[src/rtl/bitclr_pkg.sv]
package bitclr_pkg;
    localparam int FLAG_W = 6;
    localparam int FL_CARRY = 0;
    localparam int FL_PARITY = 1;
    localparam int FL_AUX = 2;
    localparam int FL_ZERO = 3;
    localparam int FL_SIGN = 4;
    localparam int FL_OVER = 5;
    localparam logic [FLAG_W-1:0] FLAG_WRITE_MASK =
        (FLAG_W'(1) << FL_CARRY) | (FLAG_W'(1) << FL_ZERO) |
        (FLAG_W'(1) << FL_SIGN) | (FLAG_W'(1) << FL_OVER);

    typedef enum logic [1:0] {
        MODE_16 = 2'b00,
        MODE_32 = 2'b01,
        MODE_64 = 2'b10,
        MODE_RSVD = 2'b11
    } cpu_mode_e;

    typedef enum logic {
        ST_EMPTY = 1'b0,
        ST_HOLD = 1'b1
    } pipe_state_e;
endpackage

[src/rtl/bitclr_size_dec.sv]
module bitclr_size_dec
    import bitclr_pkg::*;
(
    input  logic [1:0] cpu_mode,
    input  logic       wide_sel,
    input  logic       vec_len,
    output logic       op_wide,
    output logic       fault
);
    logic mode_ok;
    logic mode_long;

    always_comb begin
        mode_ok = 1'b0;
        mode_long = 1'b0;
        unique case (cpu_mode_e'(cpu_mode))
            MODE_16: begin
                mode_ok = 1'b0;
                mode_long = 1'b0;
            end
            MODE_32: begin
                mode_ok = 1'b1;
                mode_long = 1'b0;
            end
            MODE_64: begin
                mode_ok = 1'b1;
                mode_long = 1'b1;
            end
            MODE_RSVD: begin
                mode_ok = 1'b0;
                mode_long = 1'b0;
            end
        endcase
    end

    // The width bit only matters in long mode; elsewhere it is ignored.
    assign op_wide = mode_long & wide_sel;
    assign fault = vec_len | ~mode_ok;
endmodule

[src/rtl/bitclr_datapath.sv]
module bitclr_datapath
    import bitclr_pkg::*;
#(
    parameter int DATA_W = 64
) (
    input  logic [DATA_W-1:0] src_a,
    input  logic [DATA_W-1:0] src_b,
    input  logic              op_wide,
    input  logic              fault,
    output logic [DATA_W-1:0] result,
    output logic [FLAG_W-1:0] flag_val,
    output logic [FLAG_W-1:0] flag_wr,
    output logic              wr_en,
    output logic              ud
);
    localparam int HALF_W = DATA_W / 2;

    logic [DATA_W-1:0] full_res;
    logic [DATA_W-1:0] sized_res;
    logic              zero_hit;
    logic              sign_bit;

    assign full_res = ~src_a & src_b;

    // The lower half always passes; the upper half is kept only for a wide operation.
    genvar gi;
    generate
        for (gi = 0; gi < DATA_W; gi++) begin : g_lane
            if (gi < HALF_W) begin : g_low
                assign sized_res[gi] = full_res[gi];
            end else begin : g_high
                assign sized_res[gi] = full_res[gi] & op_wide;
            end
        end
    endgenerate

    assign zero_hit = op_wide ? (sized_res == '0) : (sized_res[HALF_W-1:0] == '0);
    assign sign_bit = op_wide ? sized_res[DATA_W-1] : sized_res[HALF_W-1];

    always_comb begin
        result = '0;
        flag_val = '0;
        flag_wr = '0;
        wr_en = 1'b0;
        ud = 1'b0;
        if (fault) begin
            ud = 1'b1;
        end else begin
            wr_en = 1'b1;
            result = sized_res;
            flag_wr = FLAG_WRITE_MASK;
            flag_val[FL_ZERO] = zero_hit;
            flag_val[FL_SIGN] = sign_bit;
        end
    end
endmodule

[src/rtl/bitclr_ctrl.sv]
module bitclr_ctrl
    import bitclr_pkg::*;
(
    input  logic clk,
    input  logic rst_n,
    input  logic in_valid,
    input  logic out_ready,
    output logic in_ready,
    output logic load,
    output logic out_valid
);
    pipe_state_e state_q;
    pipe_state_e state_d;

    always_ff @(posedge clk) begin
        if (!rst_n) begin
            state_q <= ST_EMPTY;
        end else begin
            state_q <= state_d;
        end
    end

    always_comb begin
        state_d = state_q;
        in_ready = 1'b0;
        load = 1'b0;
        out_valid = 1'b0;
        unique case (state_q)
            ST_EMPTY: begin
                in_ready = 1'b1;
                load = in_valid;
                if (in_valid) begin
                    state_d = ST_HOLD;
                end
            end
            ST_HOLD: begin
                out_valid = 1'b1;
                in_ready = out_ready;
                load = in_valid & out_ready;
                if (out_ready && !in_valid) begin
                    state_d = ST_EMPTY;
                end
            end
        endcase
    end
endmodule

[src/rtl/bitclr_exec.sv]
module bitclr_exec
    import bitclr_pkg::*;
#(
    parameter int DATA_W = 64
) (
    input  logic              clk,
    input  logic              rst_n,
    input  logic              in_valid,
    output logic              in_ready,
    input  logic [DATA_W-1:0] src_a,
    input  logic [DATA_W-1:0] src_b,
    input  logic              wide_sel,
    input  logic              vec_len,
    input  logic [1:0]        cpu_mode,
    output logic              out_valid,
    input  logic              out_ready,
    output logic [DATA_W-1:0] dest_data,
    output logic              dest_we,
    output logic [5:0]        flags,
    output logic [5:0]        flag_mask,
    output logic              ud_fault
);
    logic              op_wide;
    logic              fault;
    logic [DATA_W-1:0] result;
    logic [FLAG_W-1:0] flag_val;
    logic [FLAG_W-1:0] flag_wr;
    logic              wr_en;
    logic              ud;
    logic              load;
    logic              valid_int;

    logic [DATA_W-1:0] data_q;
    logic [FLAG_W-1:0] flag_q;
    logic [FLAG_W-1:0] mask_q;
    logic              we_q;
    logic              ud_q;

    bitclr_size_dec u_dec (
        .cpu_mode (cpu_mode),
        .wide_sel (wide_sel),
        .vec_len  (vec_len),
        .op_wide  (op_wide),
        .fault    (fault)
    );

    bitclr_datapath #(.DATA_W(DATA_W)) u_dp (
        .src_a    (src_a),
        .src_b    (src_b),
        .op_wide  (op_wide),
        .fault    (fault),
        .result   (result),
        .flag_val (flag_val),
        .flag_wr  (flag_wr),
        .wr_en    (wr_en),
        .ud       (ud)
    );

    bitclr_ctrl u_ctrl (
        .clk       (clk),
        .rst_n     (rst_n),
        .in_valid  (in_valid),
        .out_ready (out_ready),
        .in_ready  (in_ready),
        .load      (load),
        .out_valid (valid_int)
    );

    always_ff @(posedge clk) begin
        if (!rst_n) begin
            data_q <= '0;
            flag_q <= '0;
            mask_q <= '0;
            we_q <= 1'b0;
            ud_q <= 1'b0;
        end else if (load) begin
            data_q <= result;
            flag_q <= flag_val;
            mask_q <= flag_wr;
            we_q <= wr_en;
            ud_q <= ud;
        end
    end

    assign out_valid = valid_int;
    assign dest_data = data_q;
    assign flags = flag_q;
    assign flag_mask = mask_q;
    assign dest_we = valid_int & we_q;
    assign ud_fault = valid_int & ud_q;
endmodule

[config.mk]
export PLATFORM = sky130hd
export DESIGN_NAME = bitclr_exec
export DESIGN_NICKNAME = d
export VERILOG_FILES = /design/src/rtl/bitclr_pkg.sv /design/src/rtl/bitclr_size_dec.sv /design/src/rtl/bitclr_datapath.sv /design/src/rtl/bitclr_ctrl.sv /design/src/rtl/bitclr_exec.sv
export SDC_FILE = /design/constraint.sdc
export NUM_CORES = 1
export LEC_CHECK = 0
export ABC_AREA = 1
export BUFFER_PORTS_ARGS = -buffer_cell sky130_fd_sc_hd__clkbuf_2
export CAP_MARGIN = 20
export CORE_MARGIN = 8
export CORE_UTILIZATION = 45
export CTS_CLUSTER_DIAMETER = 40
export DETAILED_ROUTE_END_ITERATION = 10
export PLACE_DENSITY = 0.78
export SLEW_MARGIN = 20
export SYNTH_ARGS = -nofsm -noshare
export SYNTH_HDL_FRONTEND = slang
export SYNTH_HIERARCHICAL = 1
export SYNTH_SLANG_ARGS = --single-unit
export TNS_END_PERCENT = 5
[constraint.sdc]
create_clock -name clk -period 2 [get_ports clk]
set_input_delay 0.2 -clock clk [delete_from_list [all_inputs] [get_ports clk]]
set_output_delay 0.2 -clock clk [all_outputs]
set_load 0.01 [all_outputs]
==> impl_metrics.sql <==
INSERT INTO impl_metrics (metric_group, metric, value, unit) VALUES
('critical_path', 'cp_max_fo', '29', ''),
('clocking', 'ctsHoldBuffers', '0', ''),
('final_layout', 'num_antenna_cells', '0', ''),
('power_and_ir_drop', 'seq_power_share', '43.5', '%'),
('detailed_routing', 'remaining_drc_errors', '0', ''),
('clocking', 'root_buffer', 'sky130_fd_sc_hd__clkbuf_8', ''),
('clocking', 'post-cts-setup-buffer-count', '0', ''),
('critical_path', 'timing.critical_path.slowest_stage_cell', 'sky130_fd_sc_hd__buf_4', ''),
('floorplan', 'floorplan_die_area', '13300', 'sq um'),
('sta', 'rsz0062_at_grt', 'no', ''),
('floorplan', 'boundaryPins', '216', ''),
('critical_path', 'crit_chain', 'clkbuf_2, inv_1, ha_1, nand2_1, inv_1, buf_4, inv_2, nor2_1, nand2_1, nand2_1, nor2_1, nand2_1, nor2_1, nand2_1, nor2_2, inv_1, nand2_1, nand2_1, nor2_1', ''),
('min_path', 'worst_hold_launch', 'out_ready', ''),
('logic_synthesis', 'synth_cell_area', '4439', 'sq um'),
('power_and_ir_drop', 'total_switching_power', '1.129', 'mW'),
('detailed_routing', 'drt-pass1-iter-count', '5', ''),
('power_and_ir_drop', 'power_density', '685.6', 'nW/um^2'),
('clocking', 'clock_tree_from_tritoncts', 'yes', ''),
('detailed_routing', 'routed_wl', '13.27', 'mm'),
('power_and_ir_drop', 'power.clock.fraction', '36.2', '%'),
('final_layout', 'post_route_cells_drive_above_1_share', '26.33', '%'),
('detailed_routing', 'via_per_inst', '4.344', ''),
('critical_path', 'timing.critical_path.mode_cell', 'sky130_fd_sc_hd__nand2_1', ''),
('place', 'placement.io_buffers', '215', ''),
('critical_path', 'worst_ep_arrival_time', '1.76', 'ns'),
('floorplan', 'start_util', '45.84', '%'),
('clocking', 'cts_buffer_depth', '2', ''),
('clocking', 'clkSinkCount', '79', ''),
('logic_synthesis', 'ys_ff_latch', '79', ''),
('critical_path', 'critical_path_class', 'input pin to register', ''),
('sta', 'worst_hold_slack', '0.1095', 'ns'),
('sta', 'final.min_clock_period', '1.454', 'ns'),
('logic_synthesis', 'synth_cells', '775', ''),
('outcome', 'status', 'finished clean', ''),
('logic_synthesis', 'synth.avg_cell_area', '5.728', 'sq um'),
('place', 'detailed_place_hpwl', '10.46', 'mm'),
('grt', 'grt_max_degree', '80', ''),
('floorplan', 'floorplan.rows', '36', ''),
('sta', 'fmax', '687.8', 'MHz'),
('final_layout', 'nNetsFinal', '1108', ''),
('logic_synthesis', 'synth_area_leader_cell', 'sky130_fd_sc_hd__dfxtp_1', ''),
('critical_path', 'regToRegSetupSlack', '0.58', 'ns'),
('grt', 'grt_antenna_before_repair', '0', ''),
('clocking', 'h-tree-depth', '3', ''),
('grt', 'grt_pass1_wl', '21.00', 'mm'),
('logic_synthesis', 'ys_seq_area_share', '35.63', '%'),
('critical_path', 'start_kind', 'input pin', ''),
('critical_path', 'regToRegStartpoint', 'u_ctrl/state_q', ''),
('logic_synthesis', 'synth_top_cells_by_area', 'sky130_fd_sc_hd__dfxtp_1 (36%), sky130_fd_sc_hd__nor2_1 (20%), sky130_fd_sc_hd__nand2_1 (19%)', ''),
('critical_path', 'worstReg2RegEnd', 'dest_data[32]', ''),
('min_path', 'holdPathStages', '4', ''),
('critical_path', 'r2r.worst_path.cells', '5', ''),
('detailed_routing', 'antenna_left', '0', ''),
('grt', 'overall_fraction_of_global_route_tracks_in_use', '19.86', '%'),
('floorplan', 'chipWidth', '115.3', 'um'),
('critical_path', 'worst-endpoint-required', '2.31', 'ns'),
('floorplan', 'placeableCoreArea', '9684', 'sq um'),
('place', 'place.gp.congestion', '0.8806', ''),
('clocking', 'clk_pin_slew_worst_paths', '0.08', 'ns'),
('sta', 'total_negative_setup_slack', '0', 'ns'),
('critical_path', 'critPathMaxStageDelay', '0.23', 'ns'),
('logic_synthesis', 'synth_top_area_share', '35.63', '%'),
('clocking', 'cts-buffers-inserted', '9', ''),
('power_and_ir_drop', 'power.switching_fraction', '28.33', '%'),
('min_path', 'min_delay_worst_endpoint', 'u_ctrl/state_q', ''),
('final_layout', 'syn2layout_area_growth', '30.98', '%'),
('run', 'drv.max_cap_violation_count', '0', ''),
('detailed_routing', 'route.vias.total', '4818', ''),
('power_and_ir_drop', 'cell_internal_pwr', '2.857', 'mW'),
('detailed_routing', 'drt_iter0_drc', '240', ''),
('clocking', 'insertion_delay', '0.36', 'ns');
cell usage in the layout (no fill, tap or decap), types with 2 or more instances in the layout:
cell and count:
sky130_fd_sc_hd__nand3_1 17, sky130_fd_sc_hd__nand2_1 228, sky130_fd_sc_hd__clkbuf_2 215, sky130_fd_sc_hd__clkbuf_1 2, sky130_fd_sc_hd__nand2_2 2, sky130_fd_sc_hd__buf_12 5
sky130_fd_sc_hd__inv_2 2, sky130_fd_sc_hd__nand4_1 3, sky130_fd_sc_hd__bufinv_16 3, sky130_fd_sc_hd__inv_1 135, sky130_fd_sc_hd__buf_4 7, sky130_fd_sc_hd__nand3b_2 9
sky130_fd_sc_hd__nor2_1 242, sky130_fd_sc_hd__nand3b_1 3, sky130_fd_sc_hd__dfxtp_1 79, sky130_fd_sc_hd__conb_1 6, sky130_fd_sc_hd__clkbuf_8 9
worst max-delay path, delay by kind of cell:
family                   cells  cell delay [ns]
AND/OR/NAND/NOR             12             0.79
buffers and inverters        6             0.57
adder cells (fa/ha/maj)      1             0.18
sequential cells by signal (all words and copies together), names as in the netlist:
signal	cells
dest_data	64
flag_mask	6
flags	6
u_ctrl/state_q	1
ud_q	1
we_q	1
cells in the mapped netlist:
cell type                  instances
sky130_fd_sc_hd__dfxtp_1          79
sky130_fd_sc_hd__a21oi_2           1
sky130_fd_sc_hd__nand3b_1          3
sky130_fd_sc_hd__ha_1              1
sky130_fd_sc_hd__nand4_1           3
sky130_fd_sc_hd__nor3_1            1
sky130_fd_sc_hd__nand3b_2          9
sky130_fd_sc_hd__conb_1            1
sky130_fd_sc_hd__inv_1           135
sky130_fd_sc_hd__a21oi_1           2
sky130_fd_sc_hd__nor2_2            1
sky130_fd_sc_hd__inv_2             2
sky130_fd_sc_hd__buf_4            15
sky130_fd_sc_hd__buf_6             4
sky130_fd_sc_hd__nor2_1          242
sky130_fd_sc_hd__o21ai_0           1
sky130_fd_sc_hd__buf_2            22
sky130_fd_sc_hd__nand2_2           1
sky130_fd_sc_hd__nand3_1          17
sky130_fd_sc_hd__buf_1             6
sky130_fd_sc_hd__nand2_1         229
power groups by stage:
stage,Combinational [mW],Clock (mW),Sequential (mW)
5_1_grt,0.917,1.54,1.75
3_3_place_gp,0.818,0,1.77
2_1_floorplan,0.442,0,1.81
4_1_cts,0.818,1.48,1.74
6_report,0.809,1.44,1.73
3_5_place_dp,0.816,0,1.77
final cells by class:
type | instances | area [sq um]
clock buffers | 11 | 131.4
flip-flops and latches | 79 | 1582
multi-input cells | 517 | 2086
repair buffers | 227 | 1229
clock inverters | 5 | 106.4
inverters | 137 | 514.2
well taps | 133 | 166.4
fillers | 968 | 3870
routing by layer:
metal  GRT usage (%)  share of wire [%]
met5               0                  0
met4           9.545                2.7
met3           6.250                9.5
met2           33.57                 45
met1           22.16                 43
per-stage QoR:
step | cell area [sq um] | util [%] | power, mW | instances | worst slack (ns)
4_1_cts | 5814 | 60.04 | 4.031 | 1109 | 0.5680
3_5_place_dp | 5577 | 57.58 | 2.587 | 1093 | 0.2149
2_1_floorplan | 4458 | - | 2.255 | 780 | 0.3840
3_3_place_gp | 5577 | 57.58 | 2.584 | 1093 | 0.2396
6_report | 5814 | 60.04 | 3.987 | 1109 | 0.5460
5_1_grt | 5814 | 60.04 | 4.209 | 1109 | 0.3398
worst max path at each step:
stage	start	end	slack, ns
floorplan	cpu_mode[0]	flag_mask[3]	0.38
detailed placement	cpu_mode[0]	flags[3]	0.21
global placement	cpu_mode[0]	flags[3]	0.24
global route	cpu_mode[0]	flags[3]	0.34
finish	cpu_mode[0]	flags[3]	0.55
CTS	u_ctrl/state_q	dest_data[32]	0.57
cells by family after synthesis:
logic type	after synthesis	share of synthesized area, %
flops	79	35.63
compound gates	4	0.5354
simple gates	506	45.35
fa+ha+maj	1	0.2818
other cells	1	0.08447
buf+inv	184	18.12
No activity file was read; power rests on OpenSTA's default activity.
